<file path="config.mk">
export PLATFORM = sky130hd
export DESIGN_NAME = pfd_lock
export DESIGN_NICKNAME = d
export VERILOG_FILES = /design/src/rtl/phase_cmp_pkg.sv /design/src/rtl/pfd_edge_sense.sv /design/src/rtl/pfd_pulse_core.sv /design/src/rtl/pfd_pump_enc.sv /design/src/rtl/pfd_lock_ind.sv /design/src/rtl/pfd_lock.sv
export SDC_FILE = /design/constraint.sdc
export NUM_CORES = 1
export LEC_CHECK = 0
export BUFFER_PORTS_ARGS = -buffer_cell sky130_fd_sc_hd__buf_2
export CORE_AREA = 2 2 39 41
export DETAILED_ROUTE_END_ITERATION = 12
export DIE_AREA = 0 0 41 43
export GPL_ROUTABILITY_DRIVEN = 0
export SLEW_MARGIN = 20
export SYNTH_ARGS = -nofsm -noshare
export SYNTH_HDL_FRONTEND = slang
export SYNTH_SLANG_ARGS = --single-unit
</file>
<file path="constraint.sdc">
create_clock -name clk -period 2.8 [get_ports clk]
set_input_delay 0.28 -clock clk [delete_from_list [all_inputs] [get_ports clk]]
set_output_delay 0.28 -clock clk [all_outputs]
set_load 0.005 [all_outputs]
</file>
<file path="src/rtl/phase_cmp_pkg.sv">
// Shared definitions for the phase comparator.
// Assumes: channel vectors are indexed by the constants below.
package phase_cmp_pkg;

    localparam int CH_VCO = 0;
    localparam int CH_REF = 1;
    localparam int N_CH   = 2;

    typedef logic [N_CH-1:0] chan_vec_t;

    typedef enum logic [1:0] {
        PUMP_FLOAT  = 2'd0,
        PUMP_SINK   = 2'd1,
        PUMP_SOURCE = 2'd2
    } pump_mode_e;

endpackage

</file>
<file path="src/rtl/pfd_edge_sense.sv">
// Resamples one asynchronous divided clock through SYNC_STAGES flops.
// Raises a one-cycle "rise" event when the synchronised level goes 0 -> 1.
// Assumes: input high and low phases each last at least one system-clock cycle.
module pfd_edge_sense #(
    parameter int SYNC_STAGES = 2
) (
    input  logic clk,
    input  logic rst_n,
    input  logic sig_in,
    output logic rise
);

    logic [SYNC_STAGES-1:0] sync_q;
    logic                   last_q;

    // Shift the raw level through the synchronizer and remember the last synced level.
    always_ff @(posedge clk) begin
        if (!rst_n) begin
            sync_q <= '0;
            last_q <= 1'b0;
        end else begin
            sync_q <= {sync_q[SYNC_STAGES-2:0], sig_in};
            last_q <= sync_q[SYNC_STAGES-1];
        end
    end

    assign rise = sync_q[SYNC_STAGES-1] & ~last_q;

endmodule

</file>
<file path="src/rtl/pfd_pulse_core.sv">
// Tracks which clock's edge is waiting for its partner.
// Once both edges have been seen, it holds both error lines low for MIN_W cycles.
// Assumes: rise events are single-cycle pulses from pfd_edge_sense.
module pfd_pulse_core
    import phase_cmp_pkg::*;
#(
    parameter int MIN_W = 2
) (
    input  logic      clk,
    input  logic      rst_n,
    input  chan_vec_t rise,
    output chan_vec_t pend,
    output logic      tail_on,
    output logic      vco_err_n,
    output logic      ref_err_n
);

    localparam int CW = $clog2(MIN_W + 1);

    chan_vec_t       pend_q;
    chan_vec_t       seen;
    logic            both_seen;
    logic [CW-1:0]   tail_q;

    // Merge new edges with edges still waiting.
    always_comb begin
        seen      = pend_q | rise;
        both_seen = &seen;
    end

    // Hold pending edges; on a completed pair, clear them and load the tail timer.
    always_ff @(posedge clk) begin
        if (!rst_n) begin
            pend_q <= '0;
            tail_q <= '0;
        end else if (both_seen) begin
            pend_q <= '0;
            tail_q <= CW'(MIN_W);
        end else begin
            pend_q <= seen;
            if (tail_q != '0) begin
                tail_q <= tail_q - 1'b1;
            end
        end
    end

    assign tail_on   = (tail_q != '0);
    assign pend      = pend_q;
    assign vco_err_n = ~(pend_q[CH_VCO] | tail_on);
    assign ref_err_n = ~(pend_q[CH_REF] | tail_on);

endmodule

</file>
<file path="src/rtl/pfd_pump_enc.sv">
// Encodes the pending state as a tri-state pump control.
// Sinks while only feedback leads, sources while only reference leads, floats otherwise.
// Assumes: at most one pending flag is set at a time.
module pfd_pump_enc
    import phase_cmp_pkg::*;
(
    input  chan_vec_t pend,
    input  logic      tail_on,
    output logic      pump_drive,
    output logic      pump_oe
);

    pump_mode_e mode;

    // Pick the pump mode from which side is waiting.
    always_comb begin
        if (tail_on) begin
            mode = PUMP_FLOAT;
        end else if (pend[CH_VCO] && !pend[CH_REF]) begin
            mode = PUMP_SINK;
        end else if (pend[CH_REF] && !pend[CH_VCO]) begin
            mode = PUMP_SOURCE;
        end else begin
            mode = PUMP_FLOAT;
        end
    end

    // Map the mode onto a level and an enable.
    always_comb begin
        case (mode)
            PUMP_SINK:   begin pump_drive = 1'b0; pump_oe = 1'b1; end
            PUMP_SOURCE: begin pump_drive = 1'b1; pump_oe = 1'b1; end
            default:     begin pump_drive = 1'b0; pump_oe = 1'b0; end
        endcase
    end

endmodule

</file>
<file path="src/rtl/pfd_lock_ind.sv">
// Lock indicator: low only while the two error lines disagree.
// Assumes: a coincident pulse on both lines means the loop is in lock.
module pfd_lock_ind (
    input  logic vco_err_n,
    input  logic ref_err_n,
    output logic lock_ok
);

    // Flag disagreement between the two active-low error lines.
    always_comb begin
        lock_ok = ~(vco_err_n ^ ref_err_n);
    end

endmodule

</file>
<file path="src/rtl/pfd_lock.sv">
// Top of the phase-frequency comparator.
// Contains two edge detectors, the pulse engine, the pump encoder and the lock indicator.
// Assumes: both divided clocks are much slower than clk.
module pfd_lock
    import phase_cmp_pkg::*;
#(
    parameter int SYNC_STAGES = 2,
    parameter int MIN_W       = 2
) (
    input  logic clk,
    input  logic rst_n,
    input  logic ref_div_in,
    input  logic vco_div_in,
    output logic ref_err_n,
    output logic vco_err_n,
    output logic pump_drive,
    output logic pump_oe,
    output logic lock_ok
);

    chan_vec_t raw_in;
    chan_vec_t rise;
    chan_vec_t pend;
    logic      tail_on;

    assign raw_in[CH_VCO] = vco_div_in;
    assign raw_in[CH_REF] = ref_div_in;

    for (genvar ch = 0; ch < N_CH; ch++) begin : g_edge
        pfd_edge_sense #(.SYNC_STAGES(SYNC_STAGES)) u_edge (
            .clk    (clk),
            .rst_n  (rst_n),
            .sig_in (raw_in[ch]),
            .rise   (rise[ch])
        );
    end

    pfd_pulse_core #(.MIN_W(MIN_W)) u_core (
        .clk       (clk),
        .rst_n     (rst_n),
        .rise      (rise),
        .pend      (pend),
        .tail_on   (tail_on),
        .vco_err_n (vco_err_n),
        .ref_err_n (ref_err_n)
    );

    pfd_pump_enc u_pump (
        .pend       (pend),
        .tail_on    (tail_on),
        .pump_drive (pump_drive),
        .pump_oe    (pump_oe)
    );

    pfd_lock_ind u_lock (
        .vco_err_n (vco_err_n),
        .ref_err_n (ref_err_n),
        .lock_ok   (lock_ok)
    );

endmodule

</file>
# After elaboration in Yosys (flattened, before gate mapping)
# Index checks and enable logic that the tools add are counted.
dict set report totals {
  inputBits 4
  register_bits 10
  output_inout_bits 5
}
dict set report classes {
  add_sub_neg 1
  reduce_logical 9
  eq_ne 2
  mux 7
  n_bitwise 12
}
# op count
set op_table {}
lappend op_table {{two-way mux 2 bit} 5}
lappend op_table {{NOT 1 bit} 6}
lappend op_table {{nonzero test 2 bit} 2}
lappend op_table {{OR reduction 2 bit} 2}
lappend op_table {{bitwise AND 1 bit} 2}
lappend op_table {{== test 2 x 1 -> 1 bit (second input constant)} 1}
lappend op_table {{== test 2 bit (second input constant)} 1}
lappend op_table {{logical AND 1 bit} 2}
lappend op_table {{zero test 1 bit} 2}
lappend op_table {{two-way mux 1 bit} 2}
lappend op_table {{OR 1 bit} 2}
lappend op_table {{OR 2 bit} 1}
lappend op_table {{AND reduction 2 bit} 1}
lappend op_table {{subtractor 2 x 1 -> 2 bit (second input constant)} 1}
lappend op_table {{XOR 1 bit} 1}

# Longest topological paths before layout
dict set report depth {
  ltp_word 8
  mapped_depth 4
  mapped_depth_nobuf 4
}

# Hierarchy
# Synthesis repeated with hierarchy kept, for this count alone.
dict set report hier_totals {
  cells_unflattened 33
  hier_area_um2 380.4
}
# module instances cells_each seq_area_each_um2 area_each_um2
set by_module_without_submodules {}
lappend by_module_without_submodules {pfd_edge_sense 2 7 60.1 92.6}
lappend by_module_without_submodules {pfd_pulse_core 1 14 80.1 153.9}
lappend by_module_without_submodules {pfd_pump_enc 1 4 0.0 32.5}
lappend by_module_without_submodules {pfd_lock_ind 1 1 0.0 8.8}

# Least setup slack after synthesis
# Ideal clock, no wire load.
dict set report synth_path {
  path_kind {register to output}
  from {register u_core.tail_q[1]}
  to {output port pump_oe}
  arrival_ns 1.014
  path_buffers 0
  slack_ns 1.506
  stages_incl_launch_ff 5
  path_cell_list {dfxtp_1 nor3_1 nand2_1 ha_1 inv_1}
}
dict set report synth_between {
  elab_chain_len 5
  elab_cells_between_ends 6
  classes_between {eq/ne: 2; mux: 2; reduce/logical: 2}
}
# element line_no
set synth_lines {}
lappend synth_lines {{start, declared} pfd_pulse_core.sv:23} ;# logic [CW-1:0] tail_q;
lappend synth_lines {{start signal, assigned} pfd_pulse_core.sv:38} ;# tail_q <= CW'(MIN_W);
lappend synth_lines {{start signal, assigned} pfd_pulse_core.sv:42} ;# tail_q <= tail_q - 1'b1;
lappend synth_lines {{nonzero test 2 bit *} pfd_pulse_core.sv:47} ;# assign tail_on = (tail_q != '0);
lappend synth_lines {{two-way mux 2 bit *} pfd_pump_enc.sv:17} ;# if (tail_on) begin
lappend synth_lines {{== test 2 x 1 -> 1 bit or == test 2 bit (tied branches)} pfd_pump_enc.sv:30} ;# case (mode)
lappend synth_lines {{OR reduction 2 bit (no source line) *} --}
lappend synth_lines {{two-way mux 1 bit *} pfd_pump_enc.sv:30}
lappend synth_lines {{end, declared} pfd_lock.sv:17} ;# output logic pump_oe,
# Every way passes the cells marked *; elsewhere a longest branch is shown, timed or not.

# Final worst setup path
# Same ends and word-level chain as after synthesis.

==> reports/qor.txt <==
==================================================================================
Required time at the worst-slack endpoint                                  2.52 ns
Die Area                                                                  1760 µm²
GRT Total Usage                                                              7.87%
Number of hold buffers added after CTS                                           0
Fraction of layout instances using a drive strength above 1                  28.3%
First-pass GRT wire length                                                  876 µm
Via count of the first global-routing pass                                     234
Clock tree from TritonCTS                                                      yes
Cell at the root of the clock tree                                    sky130_fd_sc_hd__clkbuf_4
Leakage power summed over all cells                                       0.205 nW
Hold Path Stages                                                                 2
CTS buffer count                                                                 3
Remaining number of nets flagged by the antenna check after routing              0
Post-Syn Area                                                              358 µm²
Detailed-route wire length                                                  494 µm
Total power after layout                                                0.000299 W
Cells resized by post-CTS repair                                                 0
X dimension of the die                                                       41 µm
CTS clk-pin slew, worst paths                                              0.06 ns
Sequential fraction of the synthesis area                                    55.9%
Drc violations                                                                   0
CP top delay family                                                     flip-flops
Max-cap viol count                                                               0
Met1 track demand over resource in global routing                            8.50%
Final HPWL DP                                                               370 µm
Run status                                                               completed
Finished Cell Area                                                         454 µm²
Highest-count cells in the layout ignoring fill and taps              10 x sky130_fd_sc_hd__dfxtp_1, 8 x sky130_fd_sc_hd__buf_2, 7 x sky130_fd_sc_hd__and2_1
Pre-Repair DR Iteration Count                                                    2
WL per Instance                                                            7.97 µm
Maximum clock frequency                                                    610 MHz
Count of state elements after synthesis                                         10
Minimum period implied by the final worst setup slack                      1.64 ns
Row count                                                                       14
Initial Utilization                                                          25.9%
Largest net degree at the start of global routing                               11
Post-route clock period utilization                                          58.6%
Number of antenna violations at the first check in global routing                0
Worst r2r path cells                                                             3
Unrepaired setup endpoints after global routing                                 no
Number of top-level pins                                                         9
GR Overflow Total                                                                0
R2R Path End                                                          u_core.pend[1]$_SDFF_PP0_
Min-delay src                                                           vco_div_in
Skew final                                                              0.00282 ns
Global-route track usage on met2                                             10.6%
Headroom to the max-slew limit                                               85.0%
Worst R2R Start                                                       g_edge[1].u_edge.sync_q[1]$_SDFF_PN0_
Largest buffer count on any clock path                                           2
Peak-usage layer in the global routing report                                 met2
Total nets after synthesis                                                      39
Worst min path class                                                  input pin to flop
Worst-margin pin slew                                                     0.223 ns
Max H-tree Level                                                                 1
Crit path cell chain                                                  nor3_1, nand2_1, ha_1, inv_1, buf_2
Path type of the worst setup path                                     flop to output port
Placed cell areas                                                          418 µm²
Number of hold violations in the final report                                    0
Floorplan core area                                                       1380 µm²
Startpoint Class                                                              flop
Synthesized area per cell                                                 10.5 µm²
Largest fanout on the critical path                                              5
Worst min-delay path endpoint                                         g_edge[0].u_edge.sync_q[0]$_SDFF_PN0_
Buffers on Ports                                                                 8
Slowest cell delay on critical path                                        0.34 ns
Synthesis-to-layout area growth                                              26.9%
Vertical extent of the die                                                   43 µm
Average via count per standard cell                                           4.31
Warnings, synthesis                                                              0
Count of antenna diodes in the layout                                            0
Final setup viols                                                                0
Worst VDD drop                                                            0.241 mV
Count of pins over their slew limit                                              0
Worst Path Buf+Inv                                                               2
Count of different cell masters after synthesis                                 16
# Post-CTS Setup Buffers                                                         0
Number of clock sinks seen by CTS                                               10
Instance count of the mapped netlist                                            34
Setup tns final                                                               0 ns
GRT met3 Usage                                                               7.85%
Non-filler cells in the finished layout                                         62
Cell area power density                                                 657 nW/µm²
Critical path capture point type                                       output port
Worst reg2reg setup slack                                                  1.88 ns
Leading cell type in the layout, fill and taps excluded               sky130_fd_sc_hd__dfxtp_1
Vias                                                                           267
Dpl cells                                                                       58
Highest-delay cell along the critical path                            sky130_fd_sc_hd__dfxtp_1
Worst-skew pair later-pin latency                                          0.26 ns
Worst Path Arrival                                                         1.36 ns
Number of nets in the finished design                                           52
Detailed Route Iter0 Violations                                                  2
==================================================================================
[cell type report]
cell class | count | area [µm²]
fill | 143 | 930
sequential | 10 | 200
multi-input combinational | 23 | 154
timing repair buffer | 8 | 40.0
clock buffer | 4 | 36.3
tap | 16 | 20.0
inverter | 1 | 3.75
[where the power goes]
part           internal [W]  switching, W  leakage [nW]   total, W
Clock             0.0000789     0.0000477        0.0210   0.000127
Sequential         0.000147    0.00000304        0.0818   0.000150
Combinational     0.0000123    0.00000917         0.102  0.0000215
Total              0.000239     0.0000599         0.205   0.000299
[kinds of logic (layout without fill, tap and decap cells)]
group	after synthesis	after routing	synth area share, %
compound gates	2	2	3.85
fa+ha+maj	1	1	3.50
flops	10	10	55.9
xor+xnor	1	1	2.45
buf+inv	1	13	1.05
simple gates	19	19	33.2
[synth_stat cells]
| cell | count | area share, % |
|---|---|---|
| sky130_fd_sc_hd__dfxtp_1 | 10 | 56 |
| sky130_fd_sc_hd__and2_1 | 7 | 12 |
| sky130_fd_sc_hd__nand2_1 | 2 | 2.1 |
| sky130_fd_sc_hd__nor2b_1 | 2 | 3.5 |
| sky130_fd_sc_hd__nor3_1 | 2 | 2.8 |
| sky130_fd_sc_hd__a21boi_0 | 1 | 2.1 |
| sky130_fd_sc_hd__and3_1 | 1 | 1.7 |
| sky130_fd_sc_hd__and4b_1 | 1 | 2.8 |
| sky130_fd_sc_hd__ha_1 | 1 | 3.5 |
| sky130_fd_sc_hd__inv_1 | 1 | 1.0 |
| sky130_fd_sc_hd__nor2_1 | 1 | 1.0 |
| sky130_fd_sc_hd__nor3b_2 | 1 | 3.5 |
| sky130_fd_sc_hd__o22ai_1 | 1 | 1.7 |
| sky130_fd_sc_hd__or2_1 | 1 | 1.7 |
| sky130_fd_sc_hd__or3_1 | 1 | 1.7 |
| sky130_fd_sc_hd__xnor2_1 | 1 | 2.4 |
[registers in the layout, summed over array words and instances, names as in the netlist]
signal / cells
u_core.tail_q: 2
u_core.pend: 2
g_edge.u_edge.sync_q: 4
g_edge.u_edge.last_q: 2
[worst max path at each step]
stage	endpoint	from	depth (start not counted)	slack, ns
2_1_floorplan	pump_oe	u_core.tail_q[1]$_SDFFE_PN0P_	4	1.51
4_1_cts	pump_oe	u_core.tail_q[1]$_SDFFE_PN0P_	5	1.13
3_5_place_dp	pump_oe	u_core.tail_q[1]$_SDFFE_PN0P_	5	1.42
5_1_grt	pump_oe	u_core.tail_q[1]$_SDFFE_PN0P_	5	1.00
6_report	pump_oe	u_core.tail_q[1]$_SDFFE_PN0P_	5	1.16
3_3_place_gp	pump_oe	u_core.tail_q[1]$_SDFFE_PN0P_	5	1.45
[per-layer routing]
metal | routed length [µm] | vias to the layer above
li1 | - | 137
met1 | 235 | 119
met2 | 210 | 11
met3 | 49 | 0
met4 | 0 | 0
met5 | 0 | -
[through the flow]
step | setup slack, ns | util, % | hold slack [ns]
6_report | 1.16 | 32.8 | 0.221
3_5_place_dp | 1.42 | 30.2 | 0.420
5_1_grt | 1.00 | 32.8 | 0.208
3_3_place_gp | 1.45 | 30.2 | 0.416
4_1_cts | 1.13 | 32.8 | 0.209
2_1_floorplan | 1.51 | - | 0.402
(Power assumes the default switching activity.)
